===== src/rtl/can_irq_pkg.sv =====
package can_irq_pkg;
   localparam int unsigned NSRC   = 6;
   localparam int unsigned NLINE  = 4;
   localparam int unsigned NPERR  = 5;

   typedef enum logic [2:0] {
      SRC_TX   = 3'd0,
      SRC_RX   = 3'd1,
      SRC_EST  = 3'd2,
      SRC_PERR = 3'd3,
      SRC_ARB  = 3'd4,
      SRC_WAKE = 3'd5
   } src_idx_e;

   typedef enum logic [1:0] {
      EST_ACTIVE  = 2'd0,
      EST_WARNING = 2'd1,
      EST_PASSIVE = 2'd2,
      EST_BUSOFF  = 2'd3
   } err_state_e;

   localparam logic [1:0] ADR_STATUS = 2'd0;
   localparam logic [1:0] ADR_SRCEN  = 2'd1;
   localparam logic [1:0] ADR_BUFEN  = 2'd2;

   // Which status bits feed each request line: tx, rx, err, wake.
   localparam logic [NLINE-1:0][NSRC-1:0] LINE_MASK = {
      6'b100000,
      6'b011100,
      6'b000010,
      6'b000001
   };
endpackage


===== src/rtl/can_irq_buf_gate.sv =====
module can_irq_buf_gate #(
   parameter int unsigned NBUF = 16
) (
   input  logic [NBUF-1:0] tx_done_i,
   input  logic [NBUF-1:0] rx_valid_i,
   input  logic [NBUF-1:0] buf_en_i,
   output logic            tx_evt_o,
   output logic            rx_evt_o
);
   logic [NBUF-1:0] tx_hit;
   logic [NBUF-1:0] rx_hit;

   for (genvar b = 0; b < NBUF; b++) begin : g_buf
      assign tx_hit[b] = tx_done_i[b]  & buf_en_i[b];
      assign rx_hit[b] = rx_valid_i[b] & buf_en_i[b];
   end

   assign tx_evt_o = |tx_hit;
   assign rx_evt_o = |rx_hit;
endmodule


===== src/rtl/can_irq_wake_det.sv =====
module can_irq_wake_det #(
   parameter int unsigned SYNC_STAGES = 2
) (
   input  logic clk_i,
   input  logic rst_ni,
   input  logic sleep_i,
   input  logic rx_pin_i,
   output logic wake_o
);
   if (SYNC_STAGES < 2) begin : g_bad_sync
      $error("SYNC_STAGES must be at least 2");
   end

   logic [SYNC_STAGES-1:0] sync_q;
   logic                   last_q;

   always_ff @(posedge clk_i or negedge rst_ni) begin
      if (!rst_ni) begin
         sync_q <= '1;
         last_q <= 1'b1;
      end else begin
         sync_q <= {sync_q[SYNC_STAGES-2:0], rx_pin_i};
         last_q <= sync_q[SYNC_STAGES-1];
      end
   end

   assign wake_o = sleep_i & last_q & ~sync_q[SYNC_STAGES-1];
endmodule


===== src/rtl/can_irq_err_det.sv =====
module can_irq_err_det
   import can_irq_pkg::*;
(
   input  logic       clk_i,
   input  logic       rst_ni,
   input  logic [1:0] err_state_i,
   input  logic [NPERR-1:0] proto_err_i,
   output logic       est_evt_o,
   output logic       perr_evt_o
);
   logic [1:0] prev_q;

   always_ff @(posedge clk_i or negedge rst_ni) begin
      if (!rst_ni) prev_q <= EST_ACTIVE;
      else         prev_q <= err_state_i;
   end

   assign est_evt_o  = (err_state_i != prev_q) && (err_state_i != EST_ACTIVE);
   assign perr_evt_o = |proto_err_i;
endmodule


===== src/rtl/can_irq_status_reg.sv =====
module can_irq_status_reg #(
   parameter int unsigned WIDTH = 6
) (
   input  logic             clk_i,
   input  logic             rst_ni,
   input  logic [WIDTH-1:0] set_i,
   input  logic [WIDTH-1:0] clr_i,
   output logic [WIDTH-1:0] status_o
);
   logic [WIDTH-1:0] status_q;

   always_ff @(posedge clk_i or negedge rst_ni) begin
      if (!rst_ni) status_q <= '0;
      else         status_q <= (status_q & ~clr_i) | set_i;
   end

   assign status_o = status_q;

   // a set bit that is not cleared stays set
   a_r8_sticky: assert property (@(posedge clk_i) disable iff (!rst_ni)
      ((status_q & ~clr_i) != '0) |=>
      ((status_q & $past(status_q & ~clr_i)) == $past(status_q & ~clr_i)));

   // an event wins over a same-cycle clear
   a_r9_set_wins: assert property (@(posedge clk_i) disable iff (!rst_ni)
      (set_i != '0) |=> ((status_q & $past(set_i)) == $past(set_i)));
endmodule


===== src/rtl/can_irq_line_map.sv =====
module can_irq_line_map
   import can_irq_pkg::*;
(
   input  logic [NSRC-1:0]  status_i,
   input  logic [NSRC-1:0]  enable_i,
   output logic [NLINE-1:0] irq_o
);
   logic [NSRC-1:0] pending;
   assign pending = status_i & enable_i;

   for (genvar g = 0; g < NLINE; g++) begin : g_line
      assign irq_o[g] = |(pending & LINE_MASK[g]);
   end
endmodule


===== src/rtl/can_irq_aggregator.sv =====
module can_irq_aggregator
   import can_irq_pkg::*;
#(
   parameter int unsigned NBUF        = 16,
   parameter int unsigned ADDR_W      = 2,
   parameter int unsigned DATA_W      = 16,
   parameter int unsigned SYNC_STAGES = 2
) (
   input  logic              clk_i,
   input  logic              rst_ni,
   input  logic [NBUF-1:0]   tx_done_i,
   input  logic [NBUF-1:0]   rx_valid_i,
   input  logic [1:0]        err_state_i,
   input  logic [4:0]        proto_err_i,
   input  logic              arb_lost_i,
   input  logic              sleep_i,
   input  logic              can_rx_i,
   input  logic              reg_wr_i,
   input  logic [ADDR_W-1:0] reg_addr_i,
   input  logic [DATA_W-1:0] reg_wdata_i,
   output logic [DATA_W-1:0] reg_rdata_o,
   output logic [5:0]        status_o,
   output logic [5:0]        enable_o,
   output logic              irq_tx_o,
   output logic              irq_rx_o,
   output logic              irq_err_o,
   output logic              irq_wake_o
);
   if (NBUF < 1 || NBUF > DATA_W) begin : g_bad_nbuf
      $error("NBUF must be between 1 and DATA_W");
   end
   if (DATA_W < NSRC) begin : g_bad_dw
      $error("DATA_W must hold all status bits");
   end
   if (ADDR_W < 2) begin : g_bad_aw
      $error("ADDR_W must be at least 2");
   end

   logic [NSRC-1:0]  src_en_q;
   logic [NBUF-1:0]  buf_en_q;
   logic [NSRC-1:0]  status_q;
   logic [NSRC-1:0]  set_vec;
   logic [NSRC-1:0]  clr_vec;
   logic [NLINE-1:0] irq_vec;
   logic             tx_evt, rx_evt, est_evt, perr_evt, wake_evt;
   logic             wr_status, wr_srcen, wr_bufen;

   assign wr_status = reg_wr_i && (reg_addr_i == ADDR_W'(ADR_STATUS));
   assign wr_srcen  = reg_wr_i && (reg_addr_i == ADDR_W'(ADR_SRCEN));
   assign wr_bufen  = reg_wr_i && (reg_addr_i == ADDR_W'(ADR_BUFEN));

   always_ff @(posedge clk_i or negedge rst_ni) begin
      if (!rst_ni) begin
         src_en_q <= '0;
         buf_en_q <= '0;
      end else begin
         if (wr_srcen) src_en_q <= reg_wdata_i[NSRC-1:0];
         if (wr_bufen) buf_en_q <= reg_wdata_i[NBUF-1:0];
      end
   end

   can_irq_buf_gate #(.NBUF(NBUF)) u_buf_gate (
      .tx_done_i (tx_done_i),
      .rx_valid_i(rx_valid_i),
      .buf_en_i  (buf_en_q),
      .tx_evt_o  (tx_evt),
      .rx_evt_o  (rx_evt)
   );

   can_irq_err_det u_err_det (
      .clk_i      (clk_i),
      .rst_ni     (rst_ni),
      .err_state_i(err_state_i),
      .proto_err_i(proto_err_i),
      .est_evt_o  (est_evt),
      .perr_evt_o (perr_evt)
   );

   can_irq_wake_det #(.SYNC_STAGES(SYNC_STAGES)) u_wake_det (
      .clk_i   (clk_i),
      .rst_ni  (rst_ni),
      .sleep_i (sleep_i),
      .rx_pin_i(can_rx_i),
      .wake_o  (wake_evt)
   );

   always_comb begin
      set_vec           = '0;
      set_vec[SRC_TX]   = tx_evt;
      set_vec[SRC_RX]   = rx_evt;
      set_vec[SRC_EST]  = est_evt;
      set_vec[SRC_PERR] = perr_evt;
      set_vec[SRC_ARB]  = arb_lost_i;
      set_vec[SRC_WAKE] = wake_evt;
   end

   assign clr_vec = wr_status ? reg_wdata_i[NSRC-1:0] : '0;

   can_irq_status_reg #(.WIDTH(NSRC)) u_status (
      .clk_i   (clk_i),
      .rst_ni  (rst_ni),
      .set_i   (set_vec),
      .clr_i   (clr_vec),
      .status_o(status_q)
   );

   can_irq_line_map u_line_map (
      .status_i(status_q),
      .enable_i(src_en_q),
      .irq_o   (irq_vec)
   );

   always_comb begin
      case (reg_addr_i)
         ADDR_W'(ADR_STATUS): reg_rdata_o = DATA_W'(status_q);
         ADDR_W'(ADR_SRCEN):  reg_rdata_o = DATA_W'(src_en_q);
         ADDR_W'(ADR_BUFEN):  reg_rdata_o = DATA_W'(buf_en_q);
         default:             reg_rdata_o = '0;
      endcase
   end

   assign status_o   = status_q;
   assign enable_o   = src_en_q;
   assign irq_tx_o   = irq_vec[0];
   assign irq_rx_o   = irq_vec[1];
   assign irq_err_o  = irq_vec[2];
   assign irq_wake_o = irq_vec[3];

   // a request line needs a pending, enabled source
   a_r10_tx_needs_src: assert property (@(posedge clk_i) disable iff (!rst_ni)
      irq_tx_o |-> (status_q[SRC_TX] && src_en_q[SRC_TX]));
   a_r10_err_needs_src: assert property (@(posedge clk_i) disable iff (!rst_ni)
      irq_err_o |-> ((status_q[4:2] & src_en_q[4:2]) != 3'b000));

   // transmit status only rises after an enabled buffer event
   a_r2_tx_gated: assert property (@(posedge clk_i) disable iff (!rst_ni)
      $rose(status_q[SRC_TX]) |-> $past(|(tx_done_i & buf_en_q)));

   // wakeup status only rises while asleep
   a_r7_wake_in_sleep: assert property (@(posedge clk_i) disable iff (!rst_ni)
      $rose(status_q[SRC_WAKE]) |-> $past(sleep_i));
endmodule


===== config.mk =====
export PLATFORM = sky130hd
export DESIGN_NAME = can_irq_aggregator
export DESIGN_NICKNAME = d
export VERILOG_FILES = /design/src/rtl/can_irq_pkg.sv /design/src/rtl/can_irq_buf_gate.sv /design/src/rtl/can_irq_wake_det.sv /design/src/rtl/can_irq_err_det.sv /design/src/rtl/can_irq_status_reg.sv /design/src/rtl/can_irq_line_map.sv /design/src/rtl/can_irq_aggregator.sv
export SDC_FILE = /design/constraint.sdc
export NUM_CORES = 1
export LEC_CHECK = 0
export BUFFER_PORTS_ARGS = -buffer_cell sky130_fd_sc_hd__buf_2
export CAP_MARGIN = 15
export CELL_PAD_IN_SITES_DETAIL_PLACEMENT = 0
export CELL_PAD_IN_SITES_GLOBAL_PLACEMENT = 1
export CORE_MARGIN = 2
export CORE_UTILIZATION = 32
export CTS_CLUSTER_SIZE = 30
export DETAILED_ROUTE_END_ITERATION = 12
export PLACE_DENSITY = 0.87
export SLEW_MARGIN = 10
export SYNTH_ARGS = -nofsm -noshare
export SYNTH_HDL_FRONTEND = slang
export SYNTH_SLANG_ARGS = --single-unit

===== constraint.sdc =====
create_clock -name clk_i -period 1.6 [get_ports clk_i]
set_input_delay 0.08 -clock clk_i [delete_from_list [all_inputs] [get_ports clk_i]]
set_output_delay 0.08 -clock clk_i [all_outputs]
set_load 0.005 [all_outputs]

==> summary.txt <==
Critical path
  – Highest fanout seen on the critical path: 4
  – Slowest CP cell: dfrtp_1
  – Critical Path Start Type: flop
  – Worst stage delay on the critical path: around 0.4 ns
  – CP required: between 1.5 and 2 ns
  – Crit path DAT: 1.56 ns
  – Critical path class: reg -> reg
  – Cell Chain, Critical Path: a22o_1, a221oi_1, nand3_1, a211o_1
  – CP Capture Type: flop

CTS
  – H-tree depth: 2
  – TritonCTS clock tree: built
  – Total CTS buffers: 5
  – CTS sink cnt: 33
  – Clk_lat worst skew: roughly 0.29 ns
  – Clock Pin Slew Worst Setup and Hold Paths: about 0.07 ns
  – Max Root-Sink Buffers: 2
  – Clk root buf: clkbuf_8

Layout
  – Commonest non-fill, non-tap cell in the layout: buf_2
  – Diodes inserted: 0
  – Finished Layout Cells: around 310
  – Share of post-route cells with drive strength above 1: between 50% and 60%
  – Most frequent cells in the layout: buf_2 (94), dfrtp_1 (30), nand2_1 (14), and2_1 (13), mux2_2 (12)
  – Fin nets: roughly 310
  – Synth-to-Final Area Change: 41.3%

Die
  – Initial Utilization: between 30% and 40%
  – Number of I/O pins: 95
  – DIE AREA: between 5000 and 6000 um^2
  – Num rows: 26
  – Die Height: approximately 76 um
  – Width of the die: 76.3 um
  – Area of the core: a little over 5000 um^2

Detailed routing
  – Routed Antenna Nets: 0
  – Detailed Routing Iterations Pass 1: 4
  – DRC Markers: 0
  – Met3 Wirelength: 315 um
  – Vias per std cell: 4.68
  – Wire per inst: between 10 and 15 um
  – Uppermost routed layer: met4
  – Post-Route M1 WL: 1950 um
  – Routed vias: approximately 1500
  – Met2 WL: between 2000 and 2500 um
  – Initial DRC count: 51
  – WL final: between 4000 and 5000 um

Power and ir drop
  – Net switching power: roughly 0.63 mW
  – Seq pwr share: approximately half
  – Switching fraction of total power: between 20% and 30%
  – P_leak: around 1.2 nW
  – Pint: around 1.6 mW
  – Worst vdd ir: around 360 uV
  – Clk pwr share: ~28%
  – Comb pwr share: a little under a quarter
  – P per Cell Area: about 940 nW/um^2

STA
  – Clock skew after layout: a little over 0.006 ns
  – Finish-stage setup viols: 0
  – Worst Tran Pin Value: between 0.7 and 0.8 ns
  – Min Tclk post-route: ~1.4 ns
  – Setup TNS: 0 ns
  – Worst setup margin: between 0.2 and 0.25 ns
  – Fmax: 724 MHz
  – Endpoints failing hold: 0
  – Final period utilization: about 86%
  – Final Max Slew Viols: 0
  – Unrepaired setup endpoints after global routing: false
  – Relative slew slack: roughly half

GRT
  – Gr ovfl total: 0
  – Number of global-route vias before repair: about 1500
  – First-pass GRT wire length: around 7300 um
  – Initial antenna violation count: 0
  – GRT Resource Usage Total: between 10% and 20%
  – Maximum number of pins on one net before global-route repair: 34

Placed design
  – DP Wirelength: around 3500 um
  – GP Congestion: 0.813
  – Placed cells: 300
  – Port Buffer Count: 94
  – Setup slack at placement: about 0.19 ns

Logic synthesis
  – Post-Syn Area: between 1500 and 2000 um^2
  – Number of distinct library cells after synthesis: 24
  – Post-Synthesis Cells: between 100 and 150
  – Flops & latches, synth: 33
  – Sequential-to-total area share from yosys stat: between 40 and 50%
  – Post-synthesis net count: between 150 and 200
  – Synth Area per Inst: 12.3 um^2
  – Yosys warning total: 0

Run status
  – Status: complete, no violations

Worst hold path
  – HP Class: in -> reg

Run
  – Max Cap Viol: 0
-- sequential cells by signal (all words and copies together) (netlist names) --
name	cells
u_err_det.prev_q	2
u_wake_det.sync_q	2
u_wake_det.last_q	1
enable_o	6
u_status.status_o	6
buf_en_q	16
-- cells by family (layout without fill, tap and decap cells) --
group	count (synthesis)	after routing	share of synthesized area, %
buffers and inverters	7	115	2.99
muxes	28	28	20.6
AOI/OAI and AO/OA	31	31	13.7
and+or+nand+nor	37	37	13.2
DFF	33	33	49.6
-- per-layer routing --
layer	vias up	track usage, %
met3	7	4.50
met4	0	5.64
met2	60	27.2
met5	-	0
met1	687	19.6
li1	716	-
-- power groups by stage --
stage | logic, mW | registers, mW | clock network, mW
finish | 0.529 | 1.08 | 0.613
global route | 0.587 | 1.10 | 0.664
CTS | 0.539 | 1.08 | 0.632
detailed placement | 0.526 | 1.09 | 0
global placement | 0.521 | 1.09 | 0
floorplan | 0.295 | 1.06 | 0
-- cell type report --
cell class	instances	area, um^2
sequential	33	830
clock inverter	3	17.5
timing repair buffer	103	553
fill	509	2710
clock buffer	5	68.8
multi-input combinational	96	795
tap	70	87.6
inverter	4	15.0
-- synth_stat cells (all sizes together) --
| library cell | instances | area, um^2 |
|---|---|---|
| a21o | 1 | 7.51 |
| a22oi | 8 | 60.1 |
| dfrtp | 30 | 751 |
| a222oi | 2 | 20.0 |
| inv | 4 | 15.0 |
| and2 | 13 | 81.3 |
| mux2 | 22 | 285 |
| o21ai | 9 | 45.0 |
| or4 | 1 | 7.51 |
| mux2i | 6 | 60.1 |
| nor3b | 1 | 12.5 |
| buf | 2 | 31.3 |
| dfstp | 3 | 78.8 |
| and2b | 1 | 10.0 |
| nor2b | 1 | 13.8 |
| a211o | 3 | 26.3 |
| nand2 | 16 | 75.1 |
| a221oi | 4 | 35.0 |
| a22o | 4 | 35.0 |
| clkbuf | 1 | 3.75 |
| nand3 | 4 | 20.0 |
-- metrics by stage --
step	hold WS, ns	area, um^2	util [%]	power [mW]
6_report	0.0203	2370	46.6	2.22
5_1_grt	0.0127	2370	46.6	2.35
4_1_cts	0.0116	2370	46.6	2.25
3_5_place_dp	0.182	2220	43.7	1.62
3_3_place_gp	0.181	2220	43.7	1.61
2_1_floorplan	-0.216	1670	-	1.35
-- path summary, 6_finish.rpt --
check                                     startpoint                   end  slack [ns]  depth (start not counted)
worst max-delay path                     buf_en_q[5]  u_status.status_o[0]        0.22                          4
worst min-delay path                  reg_wdata_i[7]           buf_en_q[7]        0.02                          2
worst max register to register           buf_en_q[5]  u_status.status_o[0]        0.22                          4
worst min register to register  u_wake_det.sync_q[0]  u_wake_det.sync_q[1]        0.36                          0
max in group asynchronous                     rst_ni          buf_en_q[13]        0.74                          2
min in group asynchronous                     rst_ni   u_err_det.prev_q[0]        0.39                          2
-- worst max-delay path, delay by kind of cell (launching register included) --
kind / cells / cell delay (ns)
compound gates: 3 / 0.73
flops: 1 / 0.41
simple gates: 1 / 0.14
-- what timing repair did --
action | CTS | global route
setup endpoints to repair | 0 | 0
resized for setup | 0 | 0
endpoints found under the hold margin | 35 | 0
hold buffers | 6 | 0
buffers inserted | 0 | 0
Note: power is estimated with default switching activity, not from simulation.
